--- config.mk ---
export PLATFORM = sky130hd
export DESIGN_NAME = tmr_wdog_unit
export DESIGN_NICKNAME = d
export VERILOG_FILES = /design/src/rtl/tw_pkg.sv /design/src/rtl/tw_pin_edge.sv /design/src/rtl/tw_prescaler.sv /design/src/rtl/tw_wdog.sv /design/src/rtl/tmr_wdog_unit.sv
export SDC_FILE = /design/constraint.sdc
export NUM_CORES = 1
export LEC_CHECK = 0
export BUFFER_PORTS_ARGS = -buffer_cell sky130_fd_sc_hd__buf_2
export CAP_MARGIN = 5
export CORE_AREA = 5 5 146 78
export DETAILED_ROUTE_END_ITERATION = 10
export DIE_AREA = 0 0 151 83
export PLACE_DENSITY = 0.45
export SYNTH_ARGS = -nofsm -noshare
export SYNTH_HDL_FRONTEND = slang
export SYNTH_SLANG_ARGS = --single-unit
--- constraint.sdc ---
create_clock -name clk -period 7.4 [get_ports clk]
set_input_delay 1.48 -clock clk [delete_from_list [all_inputs] [get_ports clk]]
set_output_delay 1.48 -clock clk [all_outputs]
set_load 0.01 [all_outputs]
--- src/rtl/tw_pkg.sv ---
package tw_pkg;
  localparam int PS_W  = 3;
  localparam int EXP_W = PS_W + 1;
  localparam int PRE_W = 1 << PS_W;
  localparam int MODE_W = PS_W + 3;

  typedef struct packed {
    logic            src_pin;
    logic            fall_edge;
    logic            pre_wd;
    logic [PS_W-1:0] ps;
  } mode_t;

  // Division exponent: the watchdog owner divides by 2^ps, the counter by 2^(ps+1).
  function automatic logic [EXP_W-1:0] div_exp(input logic [PS_W-1:0] ps, input logic to_wd);
    return to_wd ? EXP_W'(ps) : EXP_W'(ps) + EXP_W'(1);
  endfunction

  // Low-bit mask whose all-ones state marks the last input of a division period.
  function automatic logic [PRE_W:0] span_mask(input logic [EXP_W-1:0] e);
    return ((PRE_W+1)'(1) << e) - (PRE_W+1)'(1);
  endfunction
endpackage

--- src/rtl/tw_pin_edge.sv ---
module tw_pin_edge (
  input  logic clk,
  input  logic rst_n,
  input  logic pin,
  input  logic fall_sel,
  output logic edge_pulse
);
  logic s1, s2, s3;

  always_ff @(posedge clk or negedge rst_n) begin
    if (!rst_n) begin
      s1 <= 1'b0;
      s2 <= 1'b0;
      s3 <= 1'b0;
    end else begin
      s1 <= pin;
      s2 <= s1;
      s3 <= s2;
    end
  end

  assign edge_pulse = fall_sel ? (s3 & ~s2) : (s2 & ~s3);
endmodule

--- src/rtl/tw_prescaler.sv ---
module tw_prescaler
  import tw_pkg::*;
(
  input  logic             clk,
  input  logic             rst_n,
  input  logic             clr,
  input  logic             inc,
  input  logic [EXP_W-1:0] exp_sel,
  output logic             carry
);
  logic [PRE_W-1:0] pre_q;
  logic [PRE_W:0]   mask;

  assign mask  = span_mask(exp_sel);
  assign carry = inc && (({1'b0, pre_q} & mask) == mask);

  always_ff @(posedge clk or negedge rst_n) begin
    if (!rst_n)   pre_q <= '0;
    else if (clr) pre_q <= '0;
    else if (inc) pre_q <= pre_q + PRE_W'(1);
  end
endmodule

--- src/rtl/tw_wdog.sv ---
module tw_wdog #(
  parameter int LIMIT = 20000,
  parameter int W     = $clog2(LIMIT + 1)
) (
  input  logic         clk,
  input  logic         rst_n,
  input  logic         en,
  input  logic         clr,
  input  logic         step,
  output logic         expire,
  output logic [W-1:0] cnt_q
);
  localparam logic [W-1:0] LAST = W'(LIMIT - 1);

  assign expire = en && step && !clr && (cnt_q == LAST);

  always_ff @(posedge clk or negedge rst_n) begin
    if (!rst_n)              cnt_q <= '0;
    else if (clr || !en)     cnt_q <= '0;
    else if (expire)         cnt_q <= '0;
    else if (step)           cnt_q <= cnt_q + W'(1);
  end
endmodule

--- src/rtl/tmr_wdog_unit.sv ---
module tmr_wdog_unit
  import tw_pkg::*;
#(
  parameter int CNT_W     = 8,
  parameter int WDT_LIMIT = 20000,
  parameter int WDT_W     = $clog2(WDT_LIMIT + 1)
) (
  input  logic              clk,
  input  logic              rst_n,
  input  logic              cyc_tick,
  input  logic              wdt_tick,
  input  logic              ext_pin,
  input  logic              wdt_en,
  input  logic              mode_we,
  input  logic [MODE_W-1:0] mode_wdata,
  input  logic              cnt_we,
  input  logic [CNT_W-1:0]  cnt_wdata,
  input  logic              clrwdt,
  input  logic              sleep_cmd,
  input  logic              mclr_req,
  output logic [MODE_W-1:0] mode_q,
  output logic [CNT_W-1:0]  count_q,
  output logic              cnt_wrap,
  output logic              wdt_rst,
  output logic              asleep,
  output logic              flag_to,
  output logic              flag_pd
);
  localparam mode_t MODE_RST = '1;

  mode_t            mode_r;
  logic             pin_edge;
  logic             src_tick;
  logic             pre_inc;
  logic             pre_clr;
  logic             pre_carry;
  logic [EXP_W-1:0] exp_sel;
  logic             cnt_step;
  logic             wd_step;
  logic             wd_clear;
  logic             wdt_expire;
  logic [WDT_W-1:0] wd_cnt;
  logic             sleep_r;
  logic             to_r, pd_r;
  logic [CNT_W-1:0] cnt_r;
  logic             wrap_r, wrst_r;

  tw_pin_edge u_edge (
    .clk(clk), .rst_n(rst_n), .pin(ext_pin),
    .fall_sel(mode_r.fall_edge), .edge_pulse(pin_edge)
  );

  assign src_tick = mode_r.src_pin ? pin_edge : (cyc_tick & ~sleep_r);
  assign pre_inc  = mode_r.pre_wd ? wdt_tick : src_tick;
  assign exp_sel  = div_exp(mode_r.ps, mode_r.pre_wd);
  assign wd_clear = clrwdt | sleep_cmd | mclr_req;
  assign pre_clr  = mclr_req | wdt_expire | mode_we |
                    (mode_r.pre_wd ? (clrwdt | sleep_cmd) : cnt_we);

  tw_prescaler u_pre (
    .clk(clk), .rst_n(rst_n), .clr(pre_clr), .inc(pre_inc),
    .exp_sel(exp_sel), .carry(pre_carry)
  );

  assign cnt_step = mode_r.pre_wd ? src_tick : pre_carry;
  assign wd_step  = mode_r.pre_wd ? pre_carry : wdt_tick;

  tw_wdog #(.LIMIT(WDT_LIMIT), .W(WDT_W)) u_wd (
    .clk(clk), .rst_n(rst_n), .en(wdt_en), .clr(wd_clear),
    .step(wd_step), .expire(wdt_expire), .cnt_q(wd_cnt)
  );

  // Counter with load priority and wrap pulse.
  always_ff @(posedge clk or negedge rst_n) begin
    if (!rst_n) begin
      cnt_r  <= '0;
      wrap_r <= 1'b0;
    end else begin
      wrap_r <= cnt_step && !cnt_we && (cnt_r == '1);
      if (cnt_we)        cnt_r <= cnt_wdata;
      else if (cnt_step) cnt_r <= cnt_r + CNT_W'(1);
    end
  end

  // Mode register: any reset source forces all ones.
  always_ff @(posedge clk or negedge rst_n) begin
    if (!rst_n)                       mode_r <= MODE_RST;
    else if (mclr_req || wdt_expire)  mode_r <= MODE_RST;
    else if (mode_we)                 mode_r <= mode_t'(mode_wdata);
  end

  // Sleep state and status flags.
  always_ff @(posedge clk or negedge rst_n) begin
    if (!rst_n) begin
      sleep_r <= 1'b0;
      to_r    <= 1'b1;
      pd_r    <= 1'b1;
      wrst_r  <= 1'b0;
    end else begin
      wrst_r <= wdt_expire;
      if (mclr_req) begin
        if (sleep_r) begin
          to_r <= 1'b1;
          pd_r <= 1'b0;
        end
        sleep_r <= 1'b0;
      end else if (wdt_expire) begin
        to_r    <= 1'b0;
        pd_r    <= ~sleep_r;
        sleep_r <= 1'b0;
      end else if (clrwdt || sleep_cmd) begin
        to_r <= 1'b1;
        pd_r <= 1'b1;
        if (sleep_cmd) sleep_r <= 1'b1;
      end
    end
  end

  assign mode_q   = mode_r;
  assign count_q  = cnt_r;
  assign cnt_wrap = wrap_r;
  assign wdt_rst  = wrst_r;
  assign asleep   = sleep_r;
  assign flag_to  = to_r;
  assign flag_pd  = pd_r;
endmodule

* After elaboration in Yosys (flattened, before gate mapping)
Index checks and enable logic that the tools add are counted.
** Operators by class
- Equal/unequal tests :: 4
- Multiplexer cells :: 27
- Bitwise gates (word level) :: 12
- Add/sub/neg operators :: 5
- Shift operators :: 1
- Reduce and logical (&&, ||, !) cells :: 20
** Operators by type and width (number)
- 15-bit two-way mux :: 3
- 8-bit two-way mux :: 4
- 1-bit two-way mux :: 17
- 8-bit by 1-bit adder with 8-bit output, second input constant :: 2
- 15-bit by 1-bit adder with 15-bit output, second input constant :: 1
- 15-bit == test, second input constant :: 1
- 6-bit two-way mux :: 2
- 8-bit by 9-bit AND with 9-bit output :: 1
- 9-bit == test :: 1
- 3-bit nonzero test :: 3
- 1-bit by 4-bit left shift with 9-bit output, first input constant :: 1
- 9-bit by 2-bit subtractor with 9-bit output, second input constant :: 1
- 8-bit == test, second input constant :: 1
- 1-bit logical AND :: 6
- 2-bit nonzero test :: 3
- 1-bit OR :: 5
- 3-bit by 1-bit adder with 4-bit output, second input constant :: 1
- 4-bit two-way mux :: 1
- 2-bit AND reduction :: 2
- 1-bit AND :: 3
- 1-bit logical NOT :: 3
- 1-bit logical OR :: 3
- 1-bit NOT :: 3
- 2-bit by 1-bit != test with 1-bit output, second input constant :: 1
** Word-level totals
- Flip-flop bits (word level) :: 45

* Longest topological paths before layout
Gate-level depths: netlist of run 1.
- Depth in word-level cells :: 15
- Depth in mapped cells :: 14
- Mapped depth without buffers :: 13

* Hierarchy
From an unflattened synthesis of run 1, not the netlist that was laid out.
** Unflattened totals
- Cells, all modules :: 282
- Area total of the unflattened synthesis :: 2661.3 um2
** Modules (own cells, without submodules)
- tmr_wdog_unit :: times used 1, sequential area each 485.5 um2, area an instance 1056.0 um2, cells an instance 107
- tw_wdog :: times used 1, sequential area each 375.4 um2, area an instance 915.9 um2, cells an instance 101
- tw_prescaler :: times used 1, sequential area each 200.2 um2, area an instance 591.8 um2, cells an instance 68
- tw_pin_edge :: times used 1, sequential area each 75.1 um2, area an instance 97.6 um2, cells an instance 6

* Worst setup path after synthesis of run 1
OpenSTA, ideal clock, no wires.
- Path kind :: register to register
- Start point :: reg mode_r, in the netlist mode_q[1]
- End point :: reg cnt_r[6] (netlist: count_q[6])
- Setup time :: 0.124 ns
- Cell stages (with the launch flop) :: 14
- Path buffers :: 1
- Data required time :: 7.276 ns
- Arrival time :: 3.112 ns
- Setup slack :: 4.165 ns
- Clock period less this slack :: 3.235 ns
- Cells stage by stage :: dfstp_2 ha_1 or2_2 o21ai_0 a31oi_1 ha_1 o221ai_1 a21oi_1 xor2_1 nand4_4 o21ai_2 buf_6 a31oi_1 o31a_1
** Between the ends
- Cells in the longest elaborated chain, start to end :: 9
** Ends and longest elaborated chain
- from (decl) :: line tmr_wdog_unit.sv:31 : mode_t mode_r;
- from (signal assigned) :: line tmr_wdog_unit.sv:89 : else if (mode_we) mode_r <= mode_t'(mode_wdata);
- 3-bit by 1-bit adder with 4-bit output :: line tw_pkg.sv:16 : return to_wd ? EXP_W'(ps) : EXP_W'(ps) + EXP_W'(1);
- 4-bit two-way mux (*) :: line tw_pkg.sv:16
- 1-bit by 4-bit left shift with 9-bit output (*) :: line tw_pkg.sv:21 : return ((PRE_W+1)'(1) << e) - (PRE_W+1)'(1);
- 9-bit by 2-bit subtractor with 9-bit output (*) :: line tw_pkg.sv:21
- 8-bit by 9-bit AND with 9-bit output :: line tw_prescaler.sv:15 : assign carry = inc && (({1'b0, pre_q} & mask) == mask);
- 9-bit == test (*) :: line tw_prescaler.sv:15
- 1-bit logical AND (*) :: line tw_prescaler.sv:15
- 1-bit two-way mux (*) :: line tmr_wdog_unit.sv:65 : assign cnt_step = mode_r.pre_wd ? src_tick : pre_carry;
- 2-bit nonzero test (no source line) (*)
- to (signal assigned) :: line tmr_wdog_unit.sv:80 : if (cnt_we) cnt_r <= cnt_wdata;
- to (signal assigned) :: line tmr_wdog_unit.sv:81 : else if (cnt_step) cnt_r <= cnt_r + CNT_W'(1);
- to (decl) :: line tmr_wdog_unit.sv:45 : logic [CNT_W-1:0] cnt_r;
Every way passes the cells marked *; elsewhere a longest branch is shown, timed or not.
A chain may end at the register's enable or synchronous reset.

* Worst setup path in the final report of run 1
- Start point :: reg mode_r, in the netlist mode_q[0]
- End point :: reg cnt_r[6] (netlist: count_q[6])
Same word-level chain as after synthesis.

==> results of run 1 <==
-- worst max-delay path, delay by kind of cell, from the launching register on --
family                     cells  cell delay, ps
and+or+nand+nor                3             330
DFF                            1             640
AOI/OAI and AO/OA              8            2070
adders and majority gates      2             640
-- stage by stage --
step	cell area (µm²)	total power [W]
after detailed placement	3257	0.0003784
after CTS	3403	0.0006099
after floorplan	2934	0.0003417
after global placement	3257	0.0003782
after global routing	3403	0.0006333
final	3403	0.0005995
-- area by class of cell --
| type | count | area (µm²) |
|---|---|---|
| tap | 140 | 175.2 |
| fill | 1065 | 6551 |
| multi-input combinational | 238 | 1640 |
| sequential | 45 | 1136 |
| clock buffer | 5 | 125.1 |
| clock inverter | 3 | 21.27 |
| inverter | 22 | 82.58 |
| timing repair buffer | 44 | 222.7 |
-- sequential cells by signal (all words and copies together), names as in the netlist --
register	flops
flag_pd	1
u_edge.s3	1
count_q	8
u_edge.s2	1
flag_to	1
u_edge.s1	1
cnt_wrap	1
mode_q	6
u_pre.pre_q	8
asleep	1
u_wd.cnt_q	15
wdt_rst	1
-- layer usage --
metal | track usage, % | wire length, µm
met4 | 1.974 | 43
met2 | 15.33 | 2864
met5 | 0 | 0
met1 | 21.85 | 4589
met3 | 3.536 | 505
-- cells in the mapped netlist (all sizes together), types with 4 or more instances --
cell type and number:
ha 5, a21oi 10, buf 10, dfstp 8
nand3 12, nor4 4, nor2 28, dfrtp 37
a2111oi 4, a31oi 6, and3 9, mux2i 7
nand2 34, nand4 8, clkbuf 4, nor3 6
o21ai 15, nor3b 5, nand2b 7, a21o 4
inv 22, a32o 8, xnor2 7, nor4b 10
a211oi 4
-- logic make-up (layout without fill, tap and decap cells) --
kind of cell,after synthesis,after routing,synth area share [%]
mux,10,10,3.795
buf+inv,36,74,5.884
flops,45,45,38.72
simple gates,140,140,26.40
xor+xnor,10,10,2.985
fa+ha+maj,5,5,2.132
compound gates,73,73,20.09
-- path summary, 6_finish.rpt --
check | start | endpoint | slack (ps) | cells after the start
worst max-delay path | mode_q[0] | count_q[6] | 3600 | 13
worst min-delay path | u_edge.s1 | u_edge.s2 | 350 | 0
worst max register to register | mode_q[0] | count_q[6] | 3600 | 13
worst min register to register | u_edge.s1 | u_edge.s2 | 350 | 0
max in group asynchronous | rst_n | count_q[4] | 5700 | 2
min in group asynchronous | rst_n | u_wd.cnt_q[0] | 1260 | 2
-- power by group --
group | internal, W | switching [W]
sequential | 0.000257 | 0.0000142
combinational | 0.0000393 | 0.0000622
clock | 0.000126 | 0.000101
total | 0.000422 | 0.000177
==> run_results.csv, run 1 <==
group,metric,value,unit
grt,gr-total-overflow,0,
grt,grt_max_degree,46,
layout,final_cells,497,
worst_setup_path,start_kind,"flip-flop",
grt,antenna_found_initial,0,
floorplanning,core,9955,µm²
floorplanning,initial_core_util,29.47,%
yosys,ys_seq_elements,45,
worst_setup_path,crit_slowest_cell,"dfstp_2",
clock_tree,hold_buffers,0,
route,vias_per_cell,5.036,
worst_setup_path,required,7570,ps
clock_tree,root_buffer,"clkbuf_16",
min_path,hold_path_class,"reg -> reg",
sta,finalCriticalPeriod,3797,ps
worst_setup_path,cp-end-kind,"flip-flop",
yosys,yosysUniqueCellTypes,63,
sta,fin_ws,3603,ps
yosys,synth_async_sr_flop_share,100.0,%
floorplanning,die_area,12530,µm²
power_and_ir_drop,leakage,1.478,nW
sta,hold_viol_final,0,
power_and_ir_drop,pwr_density_cell,176.2,nW/µm²
yosys,ys.flop_type,"dfrtp_1",
route,ant_nets,0,
sta,setup_viol,0,
yosys,synth_area_leaders,"dfrtp_1 (32%), dfstp_2 (7.2%), nand2_1 (4.3%)",
grt,grt_pass1_wl,12830,µm
clock_tree,clkTransAtPathRegs,70,ps
placement,dp_hpwl,6009,µm
sta,slew_viol_final,0,
route,firstDrtPassIters,4,
clock_tree,cts_htree_levels,2,
clock_tree,cts_tree,"done",
yosys,yosysWarnings,0,
placement,portBuffers,43,
sta,max-slew-margin-rel,34.30,%
worst_setup_path,setup.worst_path.class,"reg -> reg",
clock_tree,clk_latency,290,ps
yosys,avgSynthCellArea,9.198,µm²
route,drtIter0Drc,172,
layout,layout_common_cells,"buf_2 (43), dfrtp_1 (37), nand2_1 (34)",
clock_tree,cts_sinks,45,
layout,final_core_util,34.19,%
clock_tree,clock_path_buffers,2,
yosys,syn_inst,319,
worst_setup_path,arrival,3970,ps
status,status,"complete, no violations",
worst_setup_path,critPathMaxStageDelay,640,ps
layout,syn_to_final_growth,15.99,%
placement,post-place-ws,3637,ps
clock_tree,post-cts-setup-buffers,0,
route,drc_errors,0,
worst_setup_path,critPathMaxFanout,12,
floorplanning,die_h,83,µm
job,max_cap_viol_count,0,
worst_setup_path,cp_cell_sequence,"ha_1 > nand2_1 > a2111oi_0 > a21oi_1 > ha_1 > nor2_1 > a31oi_1 > o221ai_1 > a221oi_4 > nand4_4 > o21ai_2 > a31oi_1 > o31a_1",
floorplanning,io_pins,44,
clock_tree,cts_resized,0,
layout,layout_commonest_cell,"buf_2",
sta,fin_skew,5.422,ps
sta,hold_slack,349.5,ps
sta,fin_setup_tns,0,ps
power_and_ir_drop,ir_drop,0.08308,mV
route,vias,2503,
sta,fin_crit_sh,51.30,%
clock_tree,numCtsBuffers,5,
layout,nets,386,
layout,drive_gt1_share,21.57,%
floorplanning,rows,26,
yosys,syn_nets,349,
floorplanning,die_w,151,µm
grt,grt_usage,12.81,%
route,wl_per_cell,16.10,µm
sta,max_clock_freq,263.4,MHz
placement,gp_congestion,0.8699,
route,routed_wl,8003,µm
grt,grt_pass1_vias,2382,
sta,rsz0062_at_grt,"false",
yosys,ys_seq_area_share,38.72,%
yosys,synth-edff-count,0,
yosys,yosysTopAreaCellShare,31.56,%
placement,dpl.cell_count,489,
sta,worst-slew-pin-transition,981.3,ps
yosys,yosysTopAreaCell,"dfrtp_1",
yosys,syn_area,2934,µm²
layout,diodes,0,
Power figures use the tool's default switching activity.
==> run 2, diff against run 1 <==
--- a/config.mk
+++ b/config.mk
@@ -5,12 +5,13 @@
 export SDC_FILE = /design/constraint.sdc
 export NUM_CORES = 1
 export LEC_CHECK = 0
+export ABC_AREA = 1
 export BUFFER_PORTS_ARGS = -buffer_cell sky130_fd_sc_hd__buf_2
 export CAP_MARGIN = 5
-export CORE_AREA = 5 5 146 78
+export CORE_AREA = 5 5 144 77
 export DETAILED_ROUTE_END_ITERATION = 10
-export DIE_AREA = 0 0 151 83
-export PLACE_DENSITY = 0.45
+export DIE_AREA = 0 0 149 82
+export PLACE_DENSITY = 0.47
 export SYNTH_ARGS = -nofsm -noshare
 export SYNTH_HDL_FRONTEND = slang
 export SYNTH_SLANG_ARGS = --single-unit
==> constraint.sdc (replaced) <==
create_clock -name clk -period 3.4 [get_ports clk]
set_input_delay 0.68 -clock clk [delete_from_list [all_inputs] [get_ports clk]]
set_output_delay 0.68 -clock clk [all_outputs]
set_load 0.01 [all_outputs]
==> run_results.csv, run 2 <==
group,metric,value,unit
clock_tree,root_buffer,"clkbuf_16",
clock_tree,cts_sinks,45,
grt,grt_pass1_vias,2283,
yosys,avgSynthCellArea,8.473,µm²
grt,antenna_found_initial,0,
route,drtIter0Drc,158,
floorplanning,io_pins,44,
route,wl_per_cell,13.58,µm
placement,portBuffers,43,
layout,syn_to_final_growth,18.71,%
layout,layout_common_cells,"nand2_1 (61), inv_1 (45), buf_2 (43)",
yosys,syn_area,2821,µm²
sta,worst-slew-pin-transition,726.7,ps
yosys,synth_area_leaders,"dfrtp_1 (33%), nand2_1 (8.1%), dfstp_2 (7.5%)",
sta,max-slew-margin-rel,51.11,%
clock_tree,cts_resized,0,
sta,hold_slack,360.9,ps
sta,rsz0062_at_grt,"false",
worst_setup_path,cp-end-kind,"flip-flop",
clock_tree,clk_latency,290,ps
floorplanning,die_area,12220,µm²
route,drc_errors,0,
layout,nets,409,
layout,layout_commonest_cell,"nand2_1",
floorplanning,die_w,149,µm
clock_tree,clkTransAtPathRegs,70,ps
floorplanning,core,9824,µm²
worst_setup_path,start_kind,"flip-flop",
sta,fin_skew,3.159,ps
yosys,yosysWarnings,0,
layout,regMostFlops,"u_wd.cnt_q",
placement,dpl.cell_count,512,
min_path,hold_path_class,"reg -> reg",
floorplanning,rows,26,
route,vias,2321,
floorplanning,die_h,82,µm
power_and_ir_drop,leakage,1.478,nW
route,ant_nets,0,
sta,fin_crit_sh,89.53,%
yosys,synth_async_sr_flop_share,100.0,%
grt,grt_max_degree,33,
worst_setup_path,setup.worst_path.class,"reg -> reg",
clock_tree,post-cts-setup-buffers,0,
sta,setup_viol,0,
yosys,yosys-top-cells-count,"nand2_1 (61), inv_1 (45), dfrtp_1 (37)",
sta,fin_setup_tns,0,ps
sta,finalCriticalPeriod,3044,ps
yosys,ys_seq_area_share,40.27,%
sta,hold_viol_final,0,
yosys,yosysTopAreaCellShare,32.82,%
clock_tree,hold_buffers,0,
grt,grt_usage,12.76,%
clock_tree,numCtsBuffers,5,
clock_tree,cts_tree,"done",
floorplanning,initial_core_util,28.72,%
placement,gp_congestion,0.9026,
yosys,yosysMostFrequentCell,"nand2_1",
yosys,yosysUniqueCellTypes,42,
sta,max_clock_freq,328.5,MHz
job,max_cap_viol_count,0,
clock_tree,clock_path_buffers,2,
worst_setup_path,required,3610,ps
worst_setup_path,critPathMaxFanout,7,
yosys,synth-edff-count,0,
power_and_ir_drop,pwr_density_cell,413.9,nW/µm²
power_and_ir_drop,ir_drop,0.1858,mV
layout,diodes,0,
route,vias_per_cell,4.463,
grt,gr-total-overflow,0,
yosys,ys_seq_elements,45,
yosys,syn_inst,333,
yosys,yosysTopAreaCell,"dfrtp_1",
route,firstDrtPassIters,4,
yosys,ys.flop_type,"dfrtp_1",
route,routed_wl,7060,µm
placement,dp_hpwl,5466,µm
worst_setup_path,arrival,3260,ps
sta,slew_viol_final,0,
grt,grt_pass1_wl,12080,µm
status,status,"complete, no violations",
layout,largest_reg_flops,15,
clock_tree,cts_htree_levels,2,
layout,drive_gt1_share,26.32,%
yosys,syn_nets,363,
layout,final_cells,520,
run 2: path summary, 6_finish.rpt:
path	startpoint	endpoint	slack, ps	depth (start not counted)
worst max-delay path	mode_q[1]	count_q[3]	360	19
worst min-delay path	u_edge.s1	u_edge.s2	360	0
worst max register to register	mode_q[1]	count_q[3]	360	19
worst min register to register	u_edge.s1	u_edge.s2	360	0
max in group asynchronous	rst_n	u_wd.cnt_q[9]	2260	2
min in group asynchronous	rst_n	u_wd.cnt_q[5]	440	1
run 2: cells by family after synthesis:
kind of cell             after synthesis  share of synthesized area [%]
AND/OR/NAND/NOR                      156                          29.45
multiplexers                           2                         0.7096
AO/OA/AOI/OAI                         50                          13.17
adder cells (fa/ha/maj)                5                          2.217
flip-flops                            45                          40.27
buffers and inverters                 56                          8.293
XOR/XNOR                              19                          5.898
run 2: power breakdown:
part,switching [W],total (W),internal [W],leakage (nW)
Sequential,0.0000262,0.000590,0.000563,0.576
Clock,0.000221,0.000570,0.000349,0.0810
Combinational,0.000145,0.000227,0.0000819,0.820
run 2: stage by stage:
step	cell area (µm²)	util (%)	power (W)	setup slack [ps]
floorplan	2821	-	0.0007454	649.2
global placement	3182	32.39	0.0008298	425.3
detailed placement	3182	32.39	0.0008283	394.3
CTS	3349	34.09	0.001416	376.1
global route	3349	34.09	0.001464	1.591
finish	3349	34.09	0.001386	356.1
run 2: layer usage:
layer  vias up  track usage (%)  share of wire (%)
li1       1205                -                  -
met5         -                0                  0
met2        39            16.04                 36
met1      1069            20.23                 58
met4         0            4.384                1.5
met3         8            3.197                4.5
run 2: critical path: stages (launching register included):
cell	delay (ps)
dfstp_2	620
ha_1	250
nand2_1	80
nand2_2	100
inv_2	90
nand2_1	80
inv_1	90
nand3_1	70
ha_1	270
or2_2	90
nand2_1	40
a21oi_1	110
nand2_1	70
nor2_2	90
nand3_2	110
o21ai_2	220
nand2_2	160
nor2_1	240
nand2_1	80
o211ai_1	90
run 2: layout make-up:
type                            instances  area (µm²)
Fill cell                            1065        6475
Multi-Input combinational cell        232        1451
Sequential cell                        45        1136
Timing Repair Buffer                   44       222.7
Inverter                               51       196.4
Tap cell                              140       175.2
Clock buffer                            6       128.9
Clock inverter                          2       38.79
